===== src/rtl/v86r_pkg.sv =====
package v86r_pkg;
  localparam int VEC_W  = 8;
  localparam int FLAG_W = 32;
  localparam int SEG_N  = 4;
  localparam int TYPE_W = 3;

  localparam int TF_BIT  = 8;
  localparam int NT_BIT  = 14;
  localparam int RF_BIT  = 16;
  localparam int VM_BIT  = 17;
  localparam int VIF_BIT = 19;
  localparam int IOPL_LO = 12;

  localparam logic [FLAG_W-1:0] ENTRY_MASK =
    (FLAG_W'(1) << TF_BIT) | (FLAG_W'(1) << NT_BIT) |
    (FLAG_W'(1) << RF_BIT) | (FLAG_W'(1) << VM_BIT);

  typedef enum logic [TYPE_W-1:0] {
    EV_EXC = 3'd0, EV_NMI = 3'd1, EV_MASKABLE = 3'd2, EV_SOFT = 3'd3
  } evKind_t;

  typedef enum logic [1:0] {
    CLS_NONE = 2'd0, CLS_ONE = 2'd1, CLS_TWO = 2'd2, CLS_THREE = 2'd3
  } evClass_t;

  typedef enum logic [1:0] {
    DLV_PMODE = 2'd0, DLV_GP = 2'd1, DLV_REDIR = 2'd2
  } delivery_t;

  typedef struct packed {
    logic      load;
    logic      clear;
    evClass_t  cls;
    delivery_t dlv;
    logic      entry;
    logic      tag;
  } ctrlStrobes_t;
endpackage


===== src/rtl/v86r_ctrl.sv =====
module v86r_ctrl
  import v86r_pkg::*;
(
  input  logic                clk,
  input  logic                rstN,
  input  logic                evValid,
  input  logic [TYPE_W-1:0]   evType,
  input  logic                cr4Vme,
  input  logic                redirBit,
  input  logic [1:0]          iopl,
  input  logic                decAck,
  output ctrlStrobes_t        strobes,
  output logic                decValid
);
  logic accept;
  evClass_t clsNext;
  delivery_t dlvNext;

  assign accept = evValid && !decValid;

  always_comb begin
    clsNext = CLS_ONE;
    dlvNext = DLV_PMODE;
    case (evType)
      EV_MASKABLE: clsNext = cr4Vme ? CLS_TWO : CLS_ONE;
      EV_SOFT: begin
        clsNext = CLS_THREE;
        if (iopl == 2'd3)              dlvNext = DLV_PMODE;
        else if (cr4Vme && redirBit)   dlvNext = DLV_REDIR;
        else                           dlvNext = DLV_GP;
      end
      default: clsNext = CLS_ONE;
    endcase
  end

  always_comb begin
    strobes.load  = accept;
    strobes.clear = decValid && decAck;
    strobes.cls   = clsNext;
    strobes.dlv   = dlvNext;
    strobes.entry = (dlvNext != DLV_REDIR);
    strobes.tag   = (clsNext == CLS_TWO);
  end

  always_ff @(posedge clk) begin
    if (!rstN)               decValid <= 1'b0;
    else if (accept)         decValid <= 1'b1;
    else if (strobes.clear)  decValid <= 1'b0;
  end

  a_r1_latency: assert property (@(posedge clk) disable iff (!rstN)
    (evValid && !decValid) |=> decValid);
  a_r1_hold: assert property (@(posedge clk) disable iff (!rstN)
    (decValid && !decAck) |=> decValid);
  a_r1_release: assert property (@(posedge clk) disable iff (!rstN)
    (decValid && decAck) |=> !decValid);
  a_r2_no_reload: assert property (@(posedge clk) disable iff (!rstN)
    decValid |-> !strobes.load);
endmodule


===== src/rtl/v86r_datapath.sv =====
module v86r_datapath
  import v86r_pkg::*;
(
  input  logic                clk,
  input  logic                rstN,
  input  ctrlStrobes_t        strobes,
  input  logic [VEC_W-1:0]    evVector,
  input  logic [FLAG_W-1:0]   eflagsIn,
  output logic [1:0]          classCode,
  output logic [1:0]          delivery,
  output logic                deferrable,
  output logic                vifTest,
  output logic [FLAG_W-1:0]   eflagsOut,
  output logic [SEG_N-1:0]    segClear,
  output logic                cpl0,
  output logic [VEC_W-1:0]    vectorOut
);
  evClass_t          classQ;
  delivery_t         dlvQ;
  logic              deferQ, tagQ, entryQ;
  logic [FLAG_W-1:0] flagsQ;
  logic [VEC_W-1:0]  vecQ;

  always_ff @(posedge clk) begin
    if (!rstN || strobes.clear) begin
      classQ <= CLS_NONE;
      dlvQ   <= DLV_PMODE;
      deferQ <= 1'b0;
      tagQ   <= 1'b0;
      entryQ <= 1'b0;
      flagsQ <= '0;
      vecQ   <= '0;
    end else if (strobes.load) begin
      classQ <= strobes.cls;
      dlvQ   <= strobes.dlv;
      tagQ   <= strobes.tag;
      deferQ <= strobes.tag && !eflagsIn[VIF_BIT];
      entryQ <= strobes.entry;
      flagsQ <= strobes.entry ? (eflagsIn & ~ENTRY_MASK) : eflagsIn;
      vecQ   <= evVector;
    end
  end

  genvar s;
  generate
    for (s = 0; s < SEG_N; s++) begin : g_seg
      assign segClear[s] = entryQ;
    end
  endgenerate

  assign classCode  = classQ;
  assign delivery   = dlvQ;
  assign deferrable = deferQ;
  assign vifTest    = tagQ;
  assign eflagsOut  = flagsQ;
  assign cpl0       = entryQ;
  assign vectorOut  = vecQ;

  a_r1_stable: assert property (@(posedge clk) disable iff (!rstN)
    (!strobes.load && !strobes.clear) |=> ($stable(classQ) && $stable(flagsQ) && $stable(vecQ)));
  a_r6_redir_class: assert property (@(posedge clk) disable iff (!rstN)
    (dlvQ == DLV_REDIR) |-> (classQ == CLS_THREE && !entryQ));
  a_r4_defer_tag: assert property (@(posedge clk) disable iff (!rstN)
    deferQ |-> (tagQ && classQ == CLS_TWO));
  a_r8_vm_cleared: assert property (@(posedge clk) disable iff (!rstN)
    entryQ |-> (!flagsQ[VM_BIT] && !flagsQ[TF_BIT]));
endmodule


===== src/rtl/v86_event_router.sv =====
module v86_event_router
  import v86r_pkg::*;
(
  input  logic               clk,
  input  logic               rstN,
  input  logic               evValid,
  input  logic [2:0]         evType,
  input  logic [7:0]         evVector,
  input  logic               cr4Vme,
  input  logic               redirBit,
  input  logic [31:0]        eflagsIn,
  input  logic               decAck,
  output logic               decValid,
  output logic [1:0]         classCode,
  output logic [1:0]         delivery,
  output logic               deferrable,
  output logic               vifTest,
  output logic [31:0]        eflagsOut,
  output logic [3:0]         segClear,
  output logic               cpl0,
  output logic [7:0]         vectorOut
);
  ctrlStrobes_t strobes;

  v86r_ctrl u_ctrl (
    .clk(clk), .rstN(rstN), .evValid(evValid), .evType(evType),
    .cr4Vme(cr4Vme), .redirBit(redirBit),
    .iopl(eflagsIn[IOPL_LO+1:IOPL_LO]), .decAck(decAck),
    .strobes(strobes), .decValid(decValid)
  );

  v86r_datapath u_dp (
    .clk(clk), .rstN(rstN), .strobes(strobes), .evVector(evVector),
    .eflagsIn(eflagsIn), .classCode(classCode), .delivery(delivery),
    .deferrable(deferrable), .vifTest(vifTest), .eflagsOut(eflagsOut),
    .segClear(segClear), .cpl0(cpl0), .vectorOut(vectorOut)
  );

  a_r9_idle_quiet: assert property (@(posedge clk) disable iff (!rstN)
    !decValid |-> (classCode == 2'd0 && segClear == 4'd0 && !cpl0));
endmodule


===== config.mk =====
export PLATFORM = sky130hd
export DESIGN_NAME = v86_event_router
export DESIGN_NICKNAME = d
export VERILOG_FILES = /design/src/rtl/v86r_pkg.sv /design/src/rtl/v86r_ctrl.sv /design/src/rtl/v86r_datapath.sv /design/src/rtl/v86_event_router.sv
export SDC_FILE = /design/constraint.sdc
export NUM_CORES = 1
export LEC_CHECK = 0
export BUFFER_PORTS_ARGS = -buffer_cell sky130_fd_sc_hd__buf_2
export CAP_MARGIN = 10
export CELL_PAD_IN_SITES_DETAIL_PLACEMENT = 1
export CELL_PAD_IN_SITES_GLOBAL_PLACEMENT = 1
export CORE_MARGIN = 2
export CORE_UTILIZATION = 30
export CTS_CLUSTER_DIAMETER = 50
export DETAILED_ROUTE_END_ITERATION = 8
export HOLD_SLACK_MARGIN = 0.06
export PLACE_DENSITY_LB_ADDON = 0.1
export SLEW_MARGIN = 40
export SYNTH_ARGS = -nofsm -noshare
export SYNTH_HDL_FRONTEND = slang
export SYNTH_SLANG_ARGS = --single-unit

===== constraint.sdc =====
create_clock -name clk -period 1.3 [get_ports clk]
set_input_delay 0.13 -clock clk [delete_from_list [all_inputs] [get_ports clk]]
set_output_delay 0.13 -clock clk [all_outputs]
set_load 0.03 [all_outputs]

Word level (Yosys, flattened, before mapping)

Index checks and enable logic that the tools add are counted.

Reductions and logical operators: 9
Multiplexer cells: 8
Equality and inequality tests: 5

Operators by type and width:

| cell                                                 | count |
|---|---|
| two-way mux 18 bit                                   | 1 |
| two-way mux 2 bit                                    | 4 |
| equality test 3 x 2 -> 1 bit (second input constant) | 2 |
| equality test 2 bit (second input constant)          | 2 |
| logical AND 1 bit                                    | 4 |
| one-hot mux 2 bit (2 select lines)                   | 1 |
| logical NOT 1 bit                                    | 3 |
| two-way mux 1 bit                                    | 2 |
| != test 2 bit (second input constant)                | 1 |
| nonzero test 2 bit                                   | 1 |
| logical OR 1 bit                                     | 1 |

Output and inout bits: 52
Bits in registers: 48
Word-level logic and storage cells: 30

Depth between registers and ports, before layout

Depth in word-level cells: 6
Gate-level depth with buffers: 5
Mapped depth without buffers: 3

Hierarchy

From an unflattened synthesis, not the netlist that was laid out.

Cells, all modules: 178
Area, all modules: 1904.3 um^2

By module, submodules not included:

| module        | times used | area an instance (um^2) | cells each | seq. area each (um^2) |
|---|---|---|---|---|
| v86r_datapath | 1          | 1773.0                  | 162        | 940.9 |
| v86r_ctrl     | 1          | 131.4                   | 16         | 20.0 |

Worst setup path after synthesis

OpenSTA, ideal clock, no wires.

Path kind: reg-to-reg
From: register u_ctrl.decValid
To: register u_dp.flagsQ[14] (netlist: u_dp.eflagsOut[14])
Required time: 1183 ps
Data arrival time: 1268 ps
Cell stages (with the launch flop): 4
Period minus slack after synthesis: 1385 ps
Path buffers: 0
Setup slack: -85 ps
Cell sequence: dfxtp_1 > a21boi_0 > and4_2 > a22o_2

Longest elaborated chain between the ends: 2

Ends and longest elaborated chain:

| element                                                       | line                                 | source |
|---|---|---|
| from (decl)                                                   | v86r_ctrl.sv:13                      | `output logic decValid` |
| from (signal assigned)                                        | v86r_ctrl.sv:46                      | `if (!rstN) decValid <= 1'b0;` |
| from (signal assigned)                                        | v86r_ctrl.sv:47                      | `else if (accept) decValid <= 1'b1;` |
| from (signal assigned)                                        | v86r_ctrl.sv:48                      | `else if (strobes.clear) decValid <= 1'b0;` |
| logical NOT 1 bit / logical AND 1 bit (equally long branches) | v86r_ctrl.sv:19, v86r_ctrl.sv:38     |  |
| logical AND 1 bit / logical OR 1 bit (equally long branches)  | v86r_ctrl.sv:19, v86r_datapath.sv:25 |  |
| to (signal assigned)                                          | v86r_datapath.sv:39                  | `flagsQ <= strobes.entry ? (eflagsIn & ~ENTRY_MASK) : eflagsIn;` |
| to (decl)                                                     | v86r_datapath.sv:21                  | `logic [FLAG_W-1:0] flagsQ;` |

Parallel ways exist; a longest one is shown, timed or not.
A chain may end at the register's enable or synchronous reset.

Final worst setup path

From: register u_ctrl.decValid
To: register u_dp.flagsQ[17] (netlist: u_dp.eflagsOut[17])

Same word-level chain as after synthesis.

==> reports/metrics.yaml <==
outcome: "finished, final reports clean"
cts-resized-gates: 0
ys_seq_elements: 48
synth_cell_types: 22
die_h_um: 80.25
clock_skew_ns: 0.006907
yosysWarnings: 0
drc: 0
tns_ns: 0
hpwl_mm: 3.590
syn_nets: 255
total_power_mw: 3.152
rsz0062_at_grt: "false"
cts_sinks: 48
place_ws_ns: 0.1432
insertion_delay_ns: 0.30
post_cts_buffers: 0
worst_pin_slew_ns: 0.3540
vias: 1798
synthFlopType: "dfxtp_1"
ios: 101
avgViaCountPerCell: 4.495
path_buf_inv: 0
yosys-top-cells-area: "dfxtp_1, nand2_1, a21oi_1"
wl_per_cell_um: 13.22
setup_viol: 0
worst-path-max-fanout: 7
synth_top_cell_area_share_pct: 55.09
dieWidth_um: 80.25
clock_path_buffers: 2
synth_edf_count: 0
routed_wl_mm: 5.287
cap_viol_max_count: 0
power.share.combinational_pct: 19.9
first_global_vias: 1783
synthMostInstantiatedCell: "nand2_1"
first_pass_iters: 4
hold_slack_ns: 0.06933
pwr-share-seq_pct: 50.2
p_per_area_nw_per_um2: 1192
antenna_found_initial: 0
critical-path-max-stage-delay_ns: 0.38
max-vdd-ir-drop_mv: 0.5427
r2r_slack_ns: 0.13
drt_iter0_markers: 61
nets: 377
fillCellCount: 726
globalplace.congestion: 0.6959
start_util_pct: 31.29
track_usage_pct: 16.86
die_area_um2: 6440
fp-row-count: 27
drive_above_1_share_pct: 37.20
switching_share_pct: 28.26
grt_overflow: 0
cpMaxStageDelayCell: "dfxtp_2"
path_cells: "and4bb_4 > and4_2 > a22o_2"
seq_area_frac_synth_pct: 55.09
syn_inst: 206
drv_slew: 0
netlist_area_um2: 1744
synth_top_area_cell: "dfxtp_1"
layout_worst_path_cycle_share_pct: 90.15
min_period_ns: 1.172
synth.top_cells.by_count: "nand2_1, dfxtp_1, a21oi_1"
p_sw_uw: 890.8
cts_made_buffers: 5
root_buffer: "clkbuf_8"
async_flop_share_pct: 0
area_growth_pct: 51.58
io_buffers: 100
max_slew_margin_pct: 76.19
cp-end-kind: "flop"
avgSynthCellArea_um2: 8.467
arrival_ns: 1.37
ant_nets: 0
hold_viol: 0
core_area_um2: 5574
num_antenna_cells: 0
crit_family: "simple AND/OR/NAND/NOR gates"
ctsHtreeMaxLevel: 2
cts.clk_slew.worst_paths_ns: 0.09
required_ns: 1.50
hold_path.class: "in2reg"
grt_max_degree: 30
power_leakage_nw: 1.273
cts_tree: "yes"
fmax_mhz: 853.3
path_class: "reg2reg"
startpoint_type: "flop"
grt_first_pass_wirelength_mm: 8.493
p_int_mw: 2.262
power_frac_clock_pct: 29.9
setup_ws_ns: 0.1280
[power groups by stage]
stage          Clock, mW  Sequential [mW]  Combinational, mW
2_1_floorplan          0             1.76              0.222
3_3_place_gp           0             1.61              0.573
3_5_place_dp           0             1.62              0.576
4_1_cts            0.992             1.58              0.626
5_1_grt             1.06             1.59              0.682
6_report           0.944             1.58              0.628
[layout by cell type (no fill, tap or decap), drive strengths merged]
cell / instances
a22o: 4
and3: 1
dfxtp: 48
nor2: 5
a21oi: 39
a21boi: 2
nand3b: 1
and4bb: 1
buf: 108
nand3: 1
and4: 1
and2b: 1
nand2: 78
nand2b: 1
and2: 1
o211a: 2
clkbuf: 7
a32oi: 2
o21ai: 1
dlygate4sd3: 24
[path summary, 6_finish.rpt]
kind,from,to,cells after the start
setup / recovery,u_ctrl.decValid$_SDFFE_PN0P_,u_dp.eflagsOut[17]$_SDFFE_PP0P_,3
hold / removal,eflagsIn[28],u_dp.eflagsOut[28]$_SDFFE_PP0P_,3
setup reg to reg,u_ctrl.decValid$_SDFFE_PN0P_,u_dp.eflagsOut[17]$_SDFFE_PP0P_,3
hold reg to reg,u_dp.eflagsOut[0]$_SDFFE_PP0P_,u_dp.eflagsOut[0]$_SDFFE_PP0P_,2
[metal layers]
metal,GRT usage [%],vias up,share of wire (%)
li1,-,915,-
met1,21.26,823,43
met2,28.75,53,51
met3,2.921,7,4.9
met4,6.102,0,1.2
met5,0,-,0
[flip-flops by register name (all words and copies together) (netlist names)]
signal           count
u_dp.classCode       2
u_dp.delivery        2
u_dp.vectorOut       8
u_dp.vifTest         1
u_dp.eflagsOut      32
u_dp.cpl0            1
u_dp.deferrable      1
u_ctrl.decValid      1
[layout make-up]
| cell class | count | area [um^2] | share of cell area, % |
|---|---|---|---|
| clock buffers | 7 | 96.34 | 3.644 |
| repair buffers | 132 | 825.8 | 31.24 |
| multi-input cells | 141 | 669.4 | 25.32 |
| well taps | 72 | 90.09 | 3.407 |
| flip-flops and latches | 48 | 962.2 | 36.39 |
[kinds of logic (layout without fill, tap and decap cells)]
| kind of cell | count (synthesis) | count (layout) | synth area share [%] |
|---|---|---|---|
| and+or+nand+nor | 91 | 91 | 21.59 |
| AOI/OAI and AO/OA | 50 | 50 | 16.79 |
| DFF | 48 | 48 | 55.09 |
| buffers and inverters | 17 | 139 | 6.528 |
[stage by stage]
step,utilization (%),cells,instance area (um^2)
after CTS,46.89,397,2614
after global placement,41.39,369,2307
after global routing,47.43,400,2644
after floorplan,-,206,1745
after detailed placement,41.39,369,2307
final,47.43,400,2644
[worst register-to-register path: cells and delay by family, from the launching register on]
family          cells  cell delay [ns]
simple gates        2             0.45
compound gates      1             0.26
flops               1             0.38
[repair_timing]
action,in CTS,in global routing
endpoints found under the hold margin,21,3
hold buffers,21,3
setup endpoints to repair,0,0
Power figures use the tool's default switching activity.
